[src/rtl/oneshot_wdog_pkg.sv]
package oneshot_wdog_pkg;

  typedef enum logic {
    ACT_IRQ = 1'b0,
    ACT_RST = 1'b1
  } wd_act_e;

  typedef struct packed {
    logic    en;
    wd_act_e act;
    logic    psc_en;
  } wd_cfg_t;

endpackage

[src/rtl/wd_rst_sync.sv]
module wd_rst_sync #(
  parameter int STAGES = 2
) (
  input  logic clk,
  input  logic rst_n,
  output logic rst_sync_n
);
  logic [STAGES-1:0] sync_q;
  logic [STAGES-1:0] sync_d;

  always_comb begin
    sync_d = {sync_q[STAGES-2:0], 1'b1};
  end

  always_ff @(posedge clk or negedge rst_n) begin
    if (!rst_n) sync_q <= '0;
    else        sync_q <= sync_d;
  end

  assign rst_sync_n = sync_q[STAGES-1];
endmodule

[src/rtl/wd_cfg_lock.sv]
module wd_cfg_lock
  import oneshot_wdog_pkg::*;
#(
  parameter int DATA_W   = 32,
  parameter int RELOAD_W = 12,
  parameter int EN_BIT   = 31,
  parameter int ACT_BIT  = 30,
  parameter int PSC_BIT  = 29
) (
  input  logic                clk,
  input  logic                rst_n,
  input  logic                wr_en,
  input  logic [DATA_W-1:0]   wr_data,
  output logic                locked_o,
  output wd_cfg_t             cfg_o,
  output logic                load_o,
  output logic [RELOAD_W-1:0] load_val_o
);
  logic                locked_q, locked_d;
  wd_cfg_t             cfg_q, cfg_d;
  logic [RELOAD_W-1:0] reload_q, reload_d;
  logic                unused_wdata;

  assign unused_wdata = ^wr_data;

  always_comb begin
    locked_d = locked_q;
    cfg_d    = cfg_q;
    reload_d = reload_q;
    if (wr_en && !locked_q) begin
      locked_d     = 1'b1;
      cfg_d.en     = wr_data[EN_BIT];
      cfg_d.act    = wd_act_e'(wr_data[ACT_BIT]);
      cfg_d.psc_en = wr_data[PSC_BIT];
      reload_d     = wr_data[RELOAD_W-1:0];
    end
  end

  always_ff @(posedge clk or negedge rst_n) begin
    if (!rst_n) begin
      locked_q <= 1'b0;
      cfg_q    <= '0;
      reload_q <= '0;
    end else begin
      locked_q <= locked_d;
      cfg_q    <= cfg_d;
      reload_q <= reload_d;
    end
  end

  assign locked_o   = locked_q;
  assign cfg_o      = cfg_q;
  assign load_o     = wr_en;
  assign load_val_o = locked_q ? reload_q : wr_data[RELOAD_W-1:0];


  cfg_frozen_chk: assert property (@(posedge clk) disable iff (!rst_n)
    locked_q |=> (locked_q && $stable(cfg_q) && $stable(reload_q)));
endmodule

[src/rtl/wd_tick_gen.sv]
module wd_tick_gen #(
  parameter int PRESCALE = 256
) (
  input  logic clk,
  input  logic rst_n,
  input  logic run,
  input  logic restart,
  input  logic psc_en,
  output logic tick_o
);
  localparam int PSC_W = (PRESCALE > 1) ? $clog2(PRESCALE) : 1;

  logic half_q, half_d;
  logic half_tick;
  logic psc_hit;

  always_comb begin
    if (restart)  half_d = 1'b0;
    else if (run) half_d = ~half_q;
    else          half_d = 1'b0;
  end

  always_ff @(posedge clk or negedge rst_n) begin
    if (!rst_n) half_q <= 1'b0;
    else        half_q <= half_d;
  end

  assign half_tick = half_q && run && !restart;

  generate
    if (PRESCALE > 1) begin : g_psc
      logic [PSC_W-1:0] psc_q, psc_d;
      logic             psc_wrap;

      assign psc_wrap = (psc_q == PSC_W'(PRESCALE - 1));

      always_comb begin
        psc_d = psc_q;
        if (restart)                  psc_d = '0;
        else if (half_tick && psc_en) psc_d = psc_wrap ? '0 : psc_q + 1'b1;
      end

      always_ff @(posedge clk or negedge rst_n) begin
        if (!rst_n) psc_q <= '0;
        else        psc_q <= psc_d;
      end

      assign psc_hit = psc_wrap;
    end else begin : g_nopsc
      assign psc_hit = 1'b1;
    end
  endgenerate

  assign tick_o = half_tick && (!psc_en || psc_hit);


  half_alt_chk: assert property (@(posedge clk) disable iff (!rst_n)
    (half_q && !restart) |=> !half_q);
endmodule

[src/rtl/wd_down_cnt.sv]
module wd_down_cnt
  import oneshot_wdog_pkg::*;
#(
  parameter int CNT_W = 12
) (
  input  logic             clk,
  input  logic             rst_n,
  input  logic             load,
  input  logic [CNT_W-1:0] load_val,
  input  logic             tick,
  input  wd_act_e          act,
  output logic [CNT_W-1:0] cnt_o,
  output logic             irq_o,
  output logic             rreq_o
);
  logic [CNT_W-1:0] cnt_q, cnt_d;
  logic             irq_q, irq_d;
  logic             rreq_q, rreq_d;
  logic             terminal;

  assign terminal = !load && tick && (cnt_q == CNT_W'(1));

  always_comb begin
    cnt_d = cnt_q;
    if (load)                        cnt_d = load_val;
    else if (tick && cnt_q != '0)    cnt_d = cnt_q - 1'b1;
    irq_d  = terminal && (act == ACT_IRQ);
    rreq_d = terminal && (act == ACT_RST);
  end

  always_ff @(posedge clk or negedge rst_n) begin
    if (!rst_n) begin
      cnt_q  <= '0;
      irq_q  <= 1'b0;
      rreq_q <= 1'b0;
    end else begin
      cnt_q  <= cnt_d;
      irq_q  <= irq_d;
      rreq_q <= rreq_d;
    end
  end

  assign cnt_o  = cnt_q;
  assign irq_o  = irq_q;
  assign rreq_o = rreq_q;


  hold_zero_chk: assert property (@(posedge clk) disable iff (!rst_n)
    (cnt_q == '0 && !load) |=> (cnt_q == '0));


  cnt_idle_chk: assert property (@(posedge clk) disable iff (!rst_n)
    (!load && !tick) |=> $stable(cnt_q));
endmodule

[src/rtl/oneshot_wdog.sv]
module oneshot_wdog
  import oneshot_wdog_pkg::*;
#(
  parameter int DATA_W      = 32,
  parameter int RELOAD_W    = 12,
  parameter int EN_BIT      = 31,
  parameter int ACT_BIT     = 30,
  parameter int PSC_BIT     = 29,
  parameter int PRESCALE    = 256,
  parameter int SYNC_STAGES = 2
) (
  input  logic              clk,
  input  logic              rst_n,
  input  logic              wr_en,
  input  logic [DATA_W-1:0] wr_data,
  output logic              irq_o,
  output logic              rst_req_o
);
  logic                rst_sync_n;
  logic                locked;
  wd_cfg_t             cfg;
  logic                load;
  logic [RELOAD_W-1:0] load_val;
  logic [RELOAD_W-1:0] cnt;
  logic                run;
  logic                tick;

  wd_rst_sync #(.STAGES(SYNC_STAGES)) u_sync (
    .clk        (clk),
    .rst_n      (rst_n),
    .rst_sync_n (rst_sync_n)
  );

  wd_cfg_lock #(
    .DATA_W   (DATA_W),
    .RELOAD_W (RELOAD_W),
    .EN_BIT   (EN_BIT),
    .ACT_BIT  (ACT_BIT),
    .PSC_BIT  (PSC_BIT)
  ) u_cfg (
    .clk        (clk),
    .rst_n      (rst_sync_n),
    .wr_en      (wr_en),
    .wr_data    (wr_data),
    .locked_o   (locked),
    .cfg_o      (cfg),
    .load_o     (load),
    .load_val_o (load_val)
  );

  assign run = locked && cfg.en && (cnt != '0);

  wd_tick_gen #(.PRESCALE(PRESCALE)) u_tick (
    .clk     (clk),
    .rst_n   (rst_sync_n),
    .run     (run),
    .restart (load),
    .psc_en  (cfg.psc_en),
    .tick_o  (tick)
  );

  wd_down_cnt #(.CNT_W(RELOAD_W)) u_cnt (
    .clk      (clk),
    .rst_n    (rst_sync_n),
    .load     (load),
    .load_val (load_val),
    .tick     (tick),
    .act      (cfg.act),
    .cnt_o    (cnt),
    .irq_o    (irq_o),
    .rreq_o   (rst_req_o)
  );


  preconfig_quiet_chk: assert property (@(posedge clk) disable iff (!rst_sync_n)
    !locked |=> !(irq_o || rst_req_o));


  retrig_mask_chk: assert property (@(posedge clk) disable iff (!rst_sync_n)
    (wr_en && locked) |=> !(irq_o || rst_req_o));


  one_pulse_chk: assert property (@(posedge clk) disable iff (!rst_sync_n)
    (irq_o || rst_req_o) |=> !(irq_o || rst_req_o));


  disabled_quiet_chk: assert property (@(posedge clk) disable iff (!rst_sync_n)
    (locked && !cfg.en) |=> !(irq_o || rst_req_o));
endmodule

[config.mk]
export PLATFORM = sky130hd
export DESIGN_NAME = oneshot_wdog
export DESIGN_NICKNAME = d
export VERILOG_FILES = /design/src/rtl/oneshot_wdog_pkg.sv /design/src/rtl/wd_rst_sync.sv /design/src/rtl/wd_cfg_lock.sv /design/src/rtl/wd_tick_gen.sv /design/src/rtl/wd_down_cnt.sv /design/src/rtl/oneshot_wdog.sv
export SDC_FILE = /design/constraint.sdc
export NUM_CORES = 1
export LEC_CHECK = 0
export BUFFER_PORTS_ARGS = -buffer_cell sky130_fd_sc_hd__buf_2
export CAP_MARGIN = 20
export CORE_MARGIN = 8
export CORE_UTILIZATION = 50
export DETAILED_ROUTE_END_ITERATION = 7
export PLACE_DENSITY = 0.86
export RECOVER_POWER = 100
export SETUP_SLACK_MARGIN = 0.02
export SLEW_MARGIN = 5
export SYNTH_ARGS = -nofsm -noshare
export SYNTH_HDL_FRONTEND = slang
export SYNTH_SLANG_ARGS = --single-unit
[constraint.sdc]
create_clock -name clk -period 1.4 [get_ports clk]
set_clock_uncertainty 0.1 [all_clocks]
set_input_delay 0.14 -clock clk [delete_from_list [all_inputs] [get_ports clk]]
set_output_delay 0.14 -clock clk [all_outputs]
set_load 0.1 [all_outputs]
# Yosys cells after proc, flatten, opt, wreduce, memory -nomap -nowiden
# Cells that the tools add are included.
dict set report op_classes {
  n_eq_ne 2
  n_addsub 2
  bitwise_logic 2
  n_mul 0
  order_cmp 0
  n_shift 0
  mux 8
  div_mod_pow 0
  n_reduce_logical 19
}
# cell n
set ops {}
lappend ops {{12-bit two-way mux} 3}
lappend ops {{8-bit two-way mux} 3}
lappend ops {{12-bit by 1-bit == test with 1-bit output, second input constant} 1}
lappend ops {{1-bit logical AND} 12}
lappend ops {{12-bit nonzero test} 1}
lappend ops {{12-bit by 1-bit subtractor with 12-bit output, second input constant} 1}
lappend ops {{8-bit by 1-bit adder with 8-bit output, second input constant} 1}
lappend ops {{8-bit == test, second input constant} 1}
lappend ops {{2-bit nonzero test} 2}
lappend ops {{1-bit zero test} 3}
lappend ops {{1-bit two-way mux} 2}
lappend ops {{1-bit inverter} 2}
lappend ops {{1-bit logical OR} 1}
dict set report totals {
  regBits 41
  input_bits 35
  ramBits 0
  romBits 0
  out_inout_bits 2
  word_cells 44
  mem_count 0
  latchBits 0
}

# Logic depth before layout (Yosys ltp)
# Gate-level depths: netlist (run 1).
dict set report depth {
  depth_word 8
  ltp_mapped 8
  mapped_depth_nobuf 7
}

# Hierarchy
# Synthesis (run 1) repeated with hierarchy kept, for this count alone.
dict set report unflattened {
  cells_unflattened 203
  area_unflattened_um2 2294.7
}
# module instances seq_area_each_um2 area_per_inst_um2 cells_per_inst
set by_module_without_submodules {}
lappend by_module_without_submodules {wd_down_cnt 1 350.3 910.9 96}
lappend by_module_without_submodules {wd_cfg_lock 1 400.4 800.8 49}
lappend by_module_without_submodules {wd_tick_gen 1 225.2 500.5 50}
lappend by_module_without_submodules {wd_rst_sync 1 50.0 53.8 3}
lappend by_module_without_submodules {oneshot_wdog 1 0.0 28.8 5}

# Least setup slack after synthesis (run 1)
# OpenSTA, ideal clock, no wires.
dict set report synth_timing {
  kind {register to register}
  startpoint {register u_cnt.cnt_q[0], in the netlist u_cnt.cnt_o[0]}
  endpoint {register u_cnt.cnt_q[3], in the netlist u_cnt.cnt_o[3]}
  stages_incl_launch_ff 9
  arrival_time_ns 1.993
  setup_slack_ns -0.817
  n_path_buf 1
  synth_period_minus_slack_ns 2.217
  required_ns 1.176
  setup_time_ns 0.124
  cell_sequence {dfrtp_1 -> inv_1 -> ha_1 -> and2b_1 -> and4b_1 -> or3_1 -> buf_6 -> o31a_1 -> o31a_1}
}
dict set report synth_via {
  elab_chain_cells 7
  word_cells_on_any_way 10
  classes_between {1 x add/sub; 2 x mux; 7 x reduce/logical}
}
# item line
set synth_lines {}
lappend synth_lines {{start, declared} wd_down_cnt.sv:16} ;# logic [CNT_W-1:0] cnt_q, cnt_d;
lappend synth_lines {{start signal, assigned} wd_down_cnt.sv:37} ;# cnt_q <= cnt_d;
lappend synth_lines {{branches (longest 7 deep; another with 12-bit by 1-bit subtractor with 12-bit output)} -}
# Several ways; the timed one is not identified. The select of a mux whose other input is x is not followed.
# A chain may end at the register's enable or synchronous reset.

# Worst setup path after layout (run 1)
dict set report layout_timing {
  startpoint {register u_cnt.cnt_q[0], in the netlist u_cnt.cnt_o[0]}
  endpoint {register u_cnt.cnt_q[11], in the netlist u_cnt.cnt_o[11]}
}
# Same word-level chain as after synthesis.

==> flow_summary.yaml, run 1 <==
status:
  status: "finished with violations"
  violations: "negative hold slack, negative setup slack"
timing:
  min_period_over_period: 1.56
  finalWorstPathRequiredPeriod_ns: 2.18
  hold_violations: 1
  rsz0062_at_grt: "true"
  drv_slew: 0
  finalWorstSetupSlack_ns: -0.779
  max_slew.worst_pin.slew_ns: 0.890
  fmax_mhz: 459
  max_slew_margin: 0.406
  fin_hold_ws_ns: -0.000496
  setup_viol: 32
  tns_ns: -14.71
global_route:
  grt_max_degree: 40
  grt_pass1_vias: 2026
  grt_pass1_wl_mm: 9.42
  antenna_found_initial: 0
  grt_usage: 0.184
  grt.overflow.total: 0
power:
  power.total_mw: 2.75
  switchingPower_mw: 0.786
  combPwrFrac: 0.226
  pwr-share-seq: 0.494
  power.static_leakage_nw: 1.38
  clkPwrFrac: 0.281
  ir_drop_v: 0.000939
  p_per_area_nw_per_um2: 921
  switching_share: 0.286
  intPower_mw: 1.96
clock_network:
  cts_buffer_depth: 2
  clk_pin_slew_worst_paths_ns: 0.08
  cts_root_buf: "clkbuf_8"
  clkLatencyLatePin_ns: 0.30
  cts_sinks: 41
  cts_max_level: 2
  cts_inserted_buffers: 5
  cts_tree: "built"
floorplanning:
  die_w_um: 81.5
  initial_utilization: 0.507
  dieArea_sq_um: 6640
  die_h_um: 81.5
  core_area_sq_um: 4230
  rows: 24
  ios: 37
critical_path:
  cp-end-kind: "flop"
  critPathLaunchType: "flop"
  r2r-end: "u_cnt.cnt_o[11]"
  cp_max_fo: 8
  rrSetupSlack_ns: -0.78
  rr_startpoint: "u_cnt.cnt_o[0]"
  crit_type: "reg2reg"
  cp.arrival_ns: 2.26
  cp_data_required_time_ns: 1.48
  rr_worst_depth: 7
logic_synthesis:
  avgSynthCellArea_sq_um: 10.6
  yosysUniqueCellTypes: 43
  synth.most_common_cell: "dfrtp_1"
  synth_seq_area_share: 0.478
  async_flop_share: 1.00
  ys_top_cells_by_area: "dfrtp_1 (48%), mux2_2 (10%), xnor2_1 (3.3%), nand2_1 (3.1%), ha_1 (2.3%)"
  synth_edf_count: 0
  syn_nets: 241
  synthesis.area_sq_um: 2150
  syn_inst: 202
  synth_warnings: 0
  synth_top_area_share: 0.478
  ys_ff_latch: 41
  synthTopCellsByCount: "dfrtp_1 (41), mux2_2 (20), nand2_1 (18)"
  ys.flop_type: "dfrtp_1"
  yosysTopAreaCell: "dfrtp_1"
route:
  drc: 0
  ant_nets: 0
  drtPass1Iterations: 4
  wl_per_cell_um: 19.0
  vias: 2010
  wirelength_mm: 6.42
  drt_iter0_drc: 162
  vias_per_cell: 5.95
cells_and_area:
  final_util: 0.704
  drive_gt1_frac: 0.427
  final_area_sq_um: 2980
  n_fill_cell: 245
  diodes: 0
  fin_nets: 324
  layout.area.seq_sq_um: 1030
  multi_input_area_sq_um: 1140
  synthToLayoutAreaGrowth_pct: 39.0
placement:
  dp_hpwl_mm: 3.38
  placed_area_sq_um: 2590
  port_buffers: 19
  gp_congestion: 0.897
worst_hold_path:
  hp-start: "wr_data[2]"
  holdPathStages: 2
  min_to: "u_cfg.reload_q[2]"
  hold_class: "in2reg"
run:
  cap_violations: 0
per-layer routing:
layer  track usage  part of all wire
met1         0.197              0.37
met3        0.0383             0.060
met2         0.331              0.53
met5             0                 0
met4        0.0964             0.041
layout by cell type (no fill, tap or decap), drive strengths merged, types with 2 or more instances in the layout:
cell type and instances:
nand3 7, nor4 8, buf 66, o31a 4
xnor2 8, nor4b 2, or2 2, nand4 4
and2b 2, mux2 20, nand2 18, a21oi 4
ha 4, or3 2, nor2b 4, dlygate4sd3 13
and3 4, clkbuf 11, a31oi 5, inv 7
o21ai 9, mux2i 4, dfrtp 41, nand4b 2
nor3 5, clkinv 2, a21o 2, nand3b 2
nor2 9, a211oi 4, nand2b 2, and2 2
how the worst max path moves through the flow:
stage                              start  slack [ns]  cells after the start               to
after CTS                 u_cnt.cnt_o[0]       -0.69                      7  u_cnt.cnt_o[11]
after detailed placement  u_cnt.cnt_o[1]       -0.75                      7  u_cnt.cnt_o[11]
after global routing      u_cnt.cnt_o[0]       -0.86                      7  u_cnt.cnt_o[11]
after floorplan           u_cnt.cnt_o[0]       -0.72                      8  u_cnt.cnt_o[11]
final                     u_cnt.cnt_o[0]       -0.78                      7  u_cnt.cnt_o[11]
after global placement    u_cnt.cnt_o[0]       -0.68                      7  u_cnt.cnt_o[11]
kinds of logic (layout without fill, tap and decap cells):
family                     count (synthesis)  in the layout  share of synthesized area
xor gates and xnor gates                   8              8                     0.0327
DFF                                       41             41                      0.478
and+or+nand+nor                           76             77                      0.203
adders and majority gates                  4              4                     0.0233
muxes                                     24             24                      0.124
buffers and inverters                     17            100                     0.0356
AOI/OAI and AO/OA                         31             31                      0.102
other                                      1              1                    0.00175
final cells by class:
type	instances	share of cell area
Tap cell	52	0.0218
Inverter	7	0.00881
Multi-Input combinational cell	145	0.383
Sequential cell	41	0.344
Timing Repair Buffer	85	0.214
Clock buffer	5	0.0231
Clock inverter	3	0.00587
through the flow:
stage / cells / hold slack, ns / setup WS, ns
2_1_floorplan: 202 / -0.256 / -0.723
3_3_place_gp: 304 / -0.175 / -0.680
3_5_place_dp: 304 / -0.173 / -0.746
4_1_cts: 332 / 0.000460 / -0.692
5_1_grt: 338 / 0.00138 / -0.858
6_report: 338 / -0.000496 / -0.779
repair_timing:
| action | in CTS | in global routing |
|---|---|---|
| resized for setup | 16 | 7 |
| pin swaps | 3 | 9 |
| gates cloned | 1 | 1 |
| hold buffers | 13 | 0 |
| buffers inserted | 6 | 5 |
| hold endpoints to repair | 14 | 0 |
| endpoints found under the setup margin | 38 | 38 |
power groups by stage:
stage	Combinational, mW	Clock, mW	Sequential [mW]
global placement	0.465	0	1.36
floorplan	0.241	0	1.38
detailed placement	0.481	0	1.37
global route	0.661	0.832	1.36
CTS	0.549	0.770	1.35
finish	0.619	0.771	1.36
worst max-delay path, cell delays in order, from the launching register on:
cell and delay [ns]:
dfrtp_1 0.40, inv_2 0.07, ha_4 0.15, and2b_1 0.16
and4b_1 0.21, or3_4 0.43, o31a_1 0.31, o31a_1 0.24
registers in the layout (all words and copies together) (netlist names):
signal / cells
u_cfg.locked_o: 1
u_sync.sync_q: 2
u_cnt.rreq_o: 1
u_tick.half_q: 1
u_cfg.cfg_o: 3
u_cnt.cnt_o: 12
u_tick.g_psc.psc_q: 8
u_cfg.reload_q: 12
u_cnt.irq_o: 1
No activity file was read; power rests on OpenSTA's default activity.
==> run 2: changes to the inputs <==
--- a/config.mk
+++ b/config.mk
@@ -8,11 +8,13 @@
 export BUFFER_PORTS_ARGS = -buffer_cell sky130_fd_sc_hd__buf_2
 export CAP_MARGIN = 20
 export CORE_MARGIN = 8
-export CORE_UTILIZATION = 50
+export CORE_UTILIZATION = 52
+export CTS_BUF_LIST = sky130_fd_sc_hd__clkbuf_8
 export DETAILED_ROUTE_END_ITERATION = 7
-export PLACE_DENSITY = 0.86
+export PLACE_DENSITY = 0.89
 export RECOVER_POWER = 100
 export SETUP_SLACK_MARGIN = 0.02
+export SKIP_CTS_REPAIR_TIMING = 1
 export SLEW_MARGIN = 5
 export SYNTH_ARGS = -nofsm -noshare
 export SYNTH_HDL_FRONTEND = slang
==> run 2 against run 1 <==
- the flow still finishes with violations (negative hold slack, negative setup slack)
- via count decreased by 3.2%
- sequential cell count stayed put
- cell area shrank 1.6%
- non-clock buffer count is 5 lower
- worst hold slack got worse by 0.0023 ns
- total power is 12% higher
- clock power rose by 48%
- critical path depth grew 1
- global-route usage fell by 2.4 points
- combinational power decreased by 4.5%
- register-to-register slack is essentially flat
- sequential power about the same
==> flow_summary.yaml, run 2 (same netlist as run 1, synthesis figures left out) <==
clock_network:
  clkLatencyLatePin_ns: 0.30
  cts_sinks: 41
  cts_tree: "built"
  cts_inserted_buffers: 5
  cts_root_buf: "clkbuf_8"
  cts_buffer_depth: 2
  clk_pin_slew_worst_paths_ns: 0.08
  cts_max_level: 2
timing:
  setup_viol: 38
  hold_violations: 2
  finalWorstSetupSlack_ns: -0.772
  min_period_over_period: 1.55
  fmax_mhz: 460
  rsz0062_at_grt: "true"
  drv_slew: 0
  finalWorstPathRequiredPeriod_ns: 2.17
  max_slew_margin: 0.364
  tns_ns: -18.17
  max_slew.worst_pin.slew_ns: 0.954
  fin_hold_ws_ns: -0.00280
critical_path:
  crit_type: "reg2reg"
  path_cells: "inv_2 -> ha_2 -> and2b_1 -> and4b_1 -> buf_6 -> nor4b_4 -> nand3_1 -> a31oi_1"
  rrSetupSlack_ns: -0.77
  cp-end-kind: "flop"
  critPathLaunchType: "flop"
  cp.arrival_ns: 2.29
  crit_start: "u_cnt.cnt_o[0]"
  rr_worst_depth: 8
  critPathSlowestCell: "nor4b_4"
  r2r-end: "u_cnt.cnt_o[4]"
  slowest_delay_ns: 0.44
  cp_max_fo: 11
  cp_data_required_time_ns: 1.52
  rr_startpoint: "u_cnt.cnt_o[0]"
floorplanning:
  initial_utilization: 0.536
  die_h_um: 80.2
  core_area_sq_um: 4000
  dieArea_sq_um: 6440
  die_w_um: 80.2
  ios: 37
  rows: 23
worst_hold_path:
  hold_class: "in2reg"
  min_to: "u_cfg.reload_q[0]"
  holdPathStages: 2
  hp-start: "wr_data[0]"
global_route:
  grt_usage: 0.159
  grt_max_degree: 40
  grt.overflow.total: 0
  grt_pass1_wl_mm: 8.09
  antenna_found_initial: 0
  grt_pass1_vias: 1826
status:
  status: "finished with violations"
  violations: "negative hold slack, negative setup slack"
route:
  wl_per_cell_um: 18.6
  drtPass1Iterations: 4
  drt_iter0_drc: 188
  wirelength_mm: 6.16
  vias_per_cell: 5.88
  ant_nets: 0
  drc: 0
  vias: 1946
cells_and_area:
  fin_cells: 331
  layout_common_cells: "buf_4 (43), dfrtp_1 (41), mux2_2 (20)"
  n_fill_cell: 237
  final_area_sq_um: 2930
  fin_nets: 319
  mostFrequentLayoutCell: "buf_4"
  synthToLayoutAreaGrowth_pct: 36.7
  drive_gt1_frac: 0.391
  diodes: 0
power:
  p_per_area_nw_per_um2: 1050
  power.static_leakage_nw: 1.36
  power.total_mw: 3.08
  switchingPower_mw: 0.772
  clkPwrFrac: 0.369
  pwr-share-seq: 0.439
  ir_drop_v: 0.000803
  combPwrFrac: 0.192
  intPower_mw: 2.31
  switching_share: 0.251
placement:
  placed_area_sq_um: 2610
  gp_congestion: 0.838
  port_buffers: 19
  dp_hpwl_mm: 3.30
  place_inst: 304
run:
  cap_violations: 0
-- run 2: cell types whose count changed in the layout (fill, tap and decap cells not counted), moves of 2 or more --
cell / before / now
buf_4: 48 / 43
o21ai_0: 2 / 4
bufinv_16: 0 / 2
o21ai_1: 7 / 5
nor4_1: 3 / 6
nor4_2: 5 / 2
-- run 2: worst max-delay path by stage --
stage | to | cells past startpoint
global route | u_cnt.cnt_o[4] | 8
floorplan | u_cnt.cnt_o[11] | 8
CTS | u_cnt.cnt_o[4] | 8
detailed placement | u_cnt.cnt_o[4] | 8
global placement | u_cnt.cnt_o[11] | 7
finish | u_cnt.cnt_o[4] | 8
-- run 2: power groups by stage --
stage	registers (mW)	clock network (mW)	logic, mW
2_1_floorplan	1.38	0	0.241
3_3_place_gp	1.36	0	0.474
3_5_place_dp	1.36	0	0.492
4_1_cts	1.34	1.13	0.507
5_1_grt	1.36	1.19	0.638
6_report	1.35	1.14	0.591
-- run 2: final cells by class --
| class | count | area, sq um | area share |
|---|---|---|---|
| clock buffer | 5 | 68.8 | 0.0235 |
| clock inverter | 3 | 65.1 | 0.0222 |
| inverter | 7 | 26.3 | 0.00896 |
| multi-input combinational | 145 | 1100 | 0.374 |
| sequential | 41 | 1030 | 0.350 |
| tap | 50 | 62.6 | 0.0213 |
| timing repair buffer | 80 | 589 | 0.201 |
-- run 2: stage by stage --
step / setup WS, ns / util
floorplan: -0.723 / -
global placement: -0.686 / 0.651
detailed placement: -0.731 / 0.651
CTS: -0.772 / 0.685
global route: -0.953 / 0.734
finish: -0.772 / 0.734
-- run 2: critical path: cells and delay by family (launching register included) --
kind                       cells  cell delay (ns)
AOI/OAI and AO/OA              1             0.22
DFF                            1             0.39
buffers and inverters          2             0.21
adders and majority gates      1             0.17
and+or+nand+nor                4             1.00
-- run 2: layer usage --
layer | part of all wire | GRT usage
met1 | 0.37 | 0.183
met2 | 0.51 | 0.264
met3 | 0.078 | 0.0357
met4 | 0.047 | 0.0964
met5 | 0 | 0
==> run 3: changes to the inputs <==
--- a/config.mk
+++ b/config.mk
@@ -10,7 +10,9 @@
 export CORE_MARGIN = 8
 export CORE_UTILIZATION = 52
 export CTS_BUF_LIST = sky130_fd_sc_hd__clkbuf_8
+export CTS_CLUSTER_SIZE = 25
 export DETAILED_ROUTE_END_ITERATION = 7
+export HOLD_SLACK_MARGIN = 0.03
 export PLACE_DENSITY = 0.89
 export RECOVER_POWER = 100
 export SETUP_SLACK_MARGIN = 0.02
==> run 3 against run 2 <==
- sequential cell count did not move
- via count rose by 1.0%
- total power barely moved
- sequential share of layout area fell by 0.24 points
- critical path depth did not move
- critical path type unchanged
- combinational power barely moved
- largest power group unchanged
- core utilization rose by 0.50 points
- maximum frequency rose by 0.42%
- critical endpoint unchanged
- die area did not move
- non-clock buffer count rose by 2
- the run ends with negative setup slack left
==> flow_summary.yaml, run 3 (same netlist as run 1, synthesis figures left out) <==
timing:
  finalWorstSetupSlack_ns: -0.763
  finalWorstPathRequiredPeriod_ns: 2.16
  drv_slew: 0
  hold_violations: 0
  fmax_mhz: 462
  max_slew.worst_pin.slew_ns: 0.970
  min_period_over_period: 1.54
  max_slew_margin: 0.353
  tns_ns: -17.05
  setup_viol: 38
  rsz0062_at_grt: "true"
floorplanning:
  dieArea_sq_um: 6440
  core_area_sq_um: 4000
  initial_utilization: 0.536
  rows: 23
  ios: 37
  die_w_um: 80.2
  die_h_um: 80.2
critical_path:
  cp-end-kind: "flop"
  slowest_delay_ns: 0.44
  cp.arrival_ns: 2.28
  critPathSlowestCell: "nor4b_4"
  cp_data_required_time_ns: 1.51
  crit_type: "reg2reg"
  path_cells: "inv_2 -> ha_2 -> and2b_1 -> and4b_1 -> buf_6 -> nor4b_4 -> nand3_1 -> a31oi_1"
  critPathLaunchType: "flop"
  cp_max_fo: 11
global_route:
  grt.overflow.total: 0
  grt_max_degree: 40
  grt_pass1_wl_mm: 8.09
  antenna_found_initial: 0
  grt_pass1_vias: 1826
  grt_usage: 0.159
route:
  drt_iter0_drc: 134
  wl_per_cell_um: 18.2
  wirelength_mm: 6.07
  vias: 1966
  vias_per_cell: 5.90
  drtPass1Iterations: 4
  ant_nets: 0
  drc: 0
clock_network:
  cts_sinks: 41
  cts_root_buf: "clkbuf_8"
  cts_inserted_buffers: 5
  cts_max_level: 2
  clk_pin_slew_worst_paths_ns: 0.08
  clkLatencyLatePin_ns: 0.30
  cts_tree: "built"
  cts_buffer_depth: 2
cells_and_area:
  diodes: 0
  fin_cells: 333
  final_area_sq_um: 2950
  drive_gt1_frac: 0.389
  synthToLayoutAreaGrowth_pct: 37.7
  mostFrequentLayoutCell: "buf_4"
  n_fill_cell: 227
  fin_nets: 321
  layout_common_cells: "buf_4 (43), dfrtp_1 (41), mux2_2 (20)"
status:
  status: "finished with violations"
  violations: "negative setup slack"
placement:
  placed_area_sq_um: 2610
  place_inst: 304
  pre_cts_slack_ns: -0.731
  dp_hpwl_mm: 3.30
  port_buffers: 19
  gp_congestion: 0.838
run:
  cap_violations: 0
power:
  ir_drop_v: 0.000811
  p_per_area_nw_per_um2: 1040
  power.static_leakage_nw: 1.36
worst_hold_path:
  hold_class: "in2async"
run 3: layout make-up:
type	count	area, sq um	area share
multi-input cells	145	1100	0.371
flip-flops and latches	41	1030	0.347
repair buffers	82	609	0.206
clock buffers	5	68.8	0.0233
clock inverters	3	65.1	0.0220
well taps	50	62.6	0.0212
inverters	7	26.3	0.00889
run 3: worst paths after layout:
check                                        end             start  cells after the start  slack [ns]
worst max-delay path              u_cnt.cnt_o[4]    u_cnt.cnt_o[0]                      8       -0.76
worst min-delay path            u_sync.sync_q[1]             rst_n                      2        0.05
min in group clk                   u_tick.half_q             wr_en                      4        0.20
max in group asynchronous         u_cfg.locked_o  u_sync.sync_q[1]                      1        0.21
worst min register to register  u_sync.sync_q[1]  u_sync.sync_q[0]                      0        0.25
worst max register to register    u_cnt.cnt_o[4]    u_cnt.cnt_o[0]                      8       -0.76
run 3: report_power, final:
group / switching (mW) / internal, mW
sequential: 0.0649 / 1.29
combinational: 0.278 / 0.314
clock: 0.426 / 0.708
total: 0.769 / 2.31
run 3: per-layer routing:
layer / GRT usage / vias to the layer above / part of all wire
met5: 0 / - / 0
met2: 0.264 / 102 / 0.51
met4: 0.0964 / 0 / 0.049
met1: 0.183 / 952 / 0.38
li1: - / 886 / -
met3: 0.0357 / 26 / 0.068
run 3: stage by stage:
step | total power, mW | util | hold slack, ns
2_1_floorplan | 1.62 | - | -0.256
3_3_place_gp | 1.83 | 0.651 | -0.175
3_5_place_dp | 1.86 | 0.651 | -0.173
4_1_cts | 2.98 | 0.685 | -0.493
5_1_grt | 3.18 | 0.739 | 0.0667
6_report | 3.08 | 0.739 | 0.0455
run 3: critical path, delay by kind of cell, from the launching register on:
kind	cells	cell delay [ns]
buffers and inverters	2	0.20
flip-flops	1	0.38
adder cells (fa/ha/maj)	1	0.16
AND/OR/NAND/NOR	4	1.00
AO/OA/AOI/OAI	1	0.23
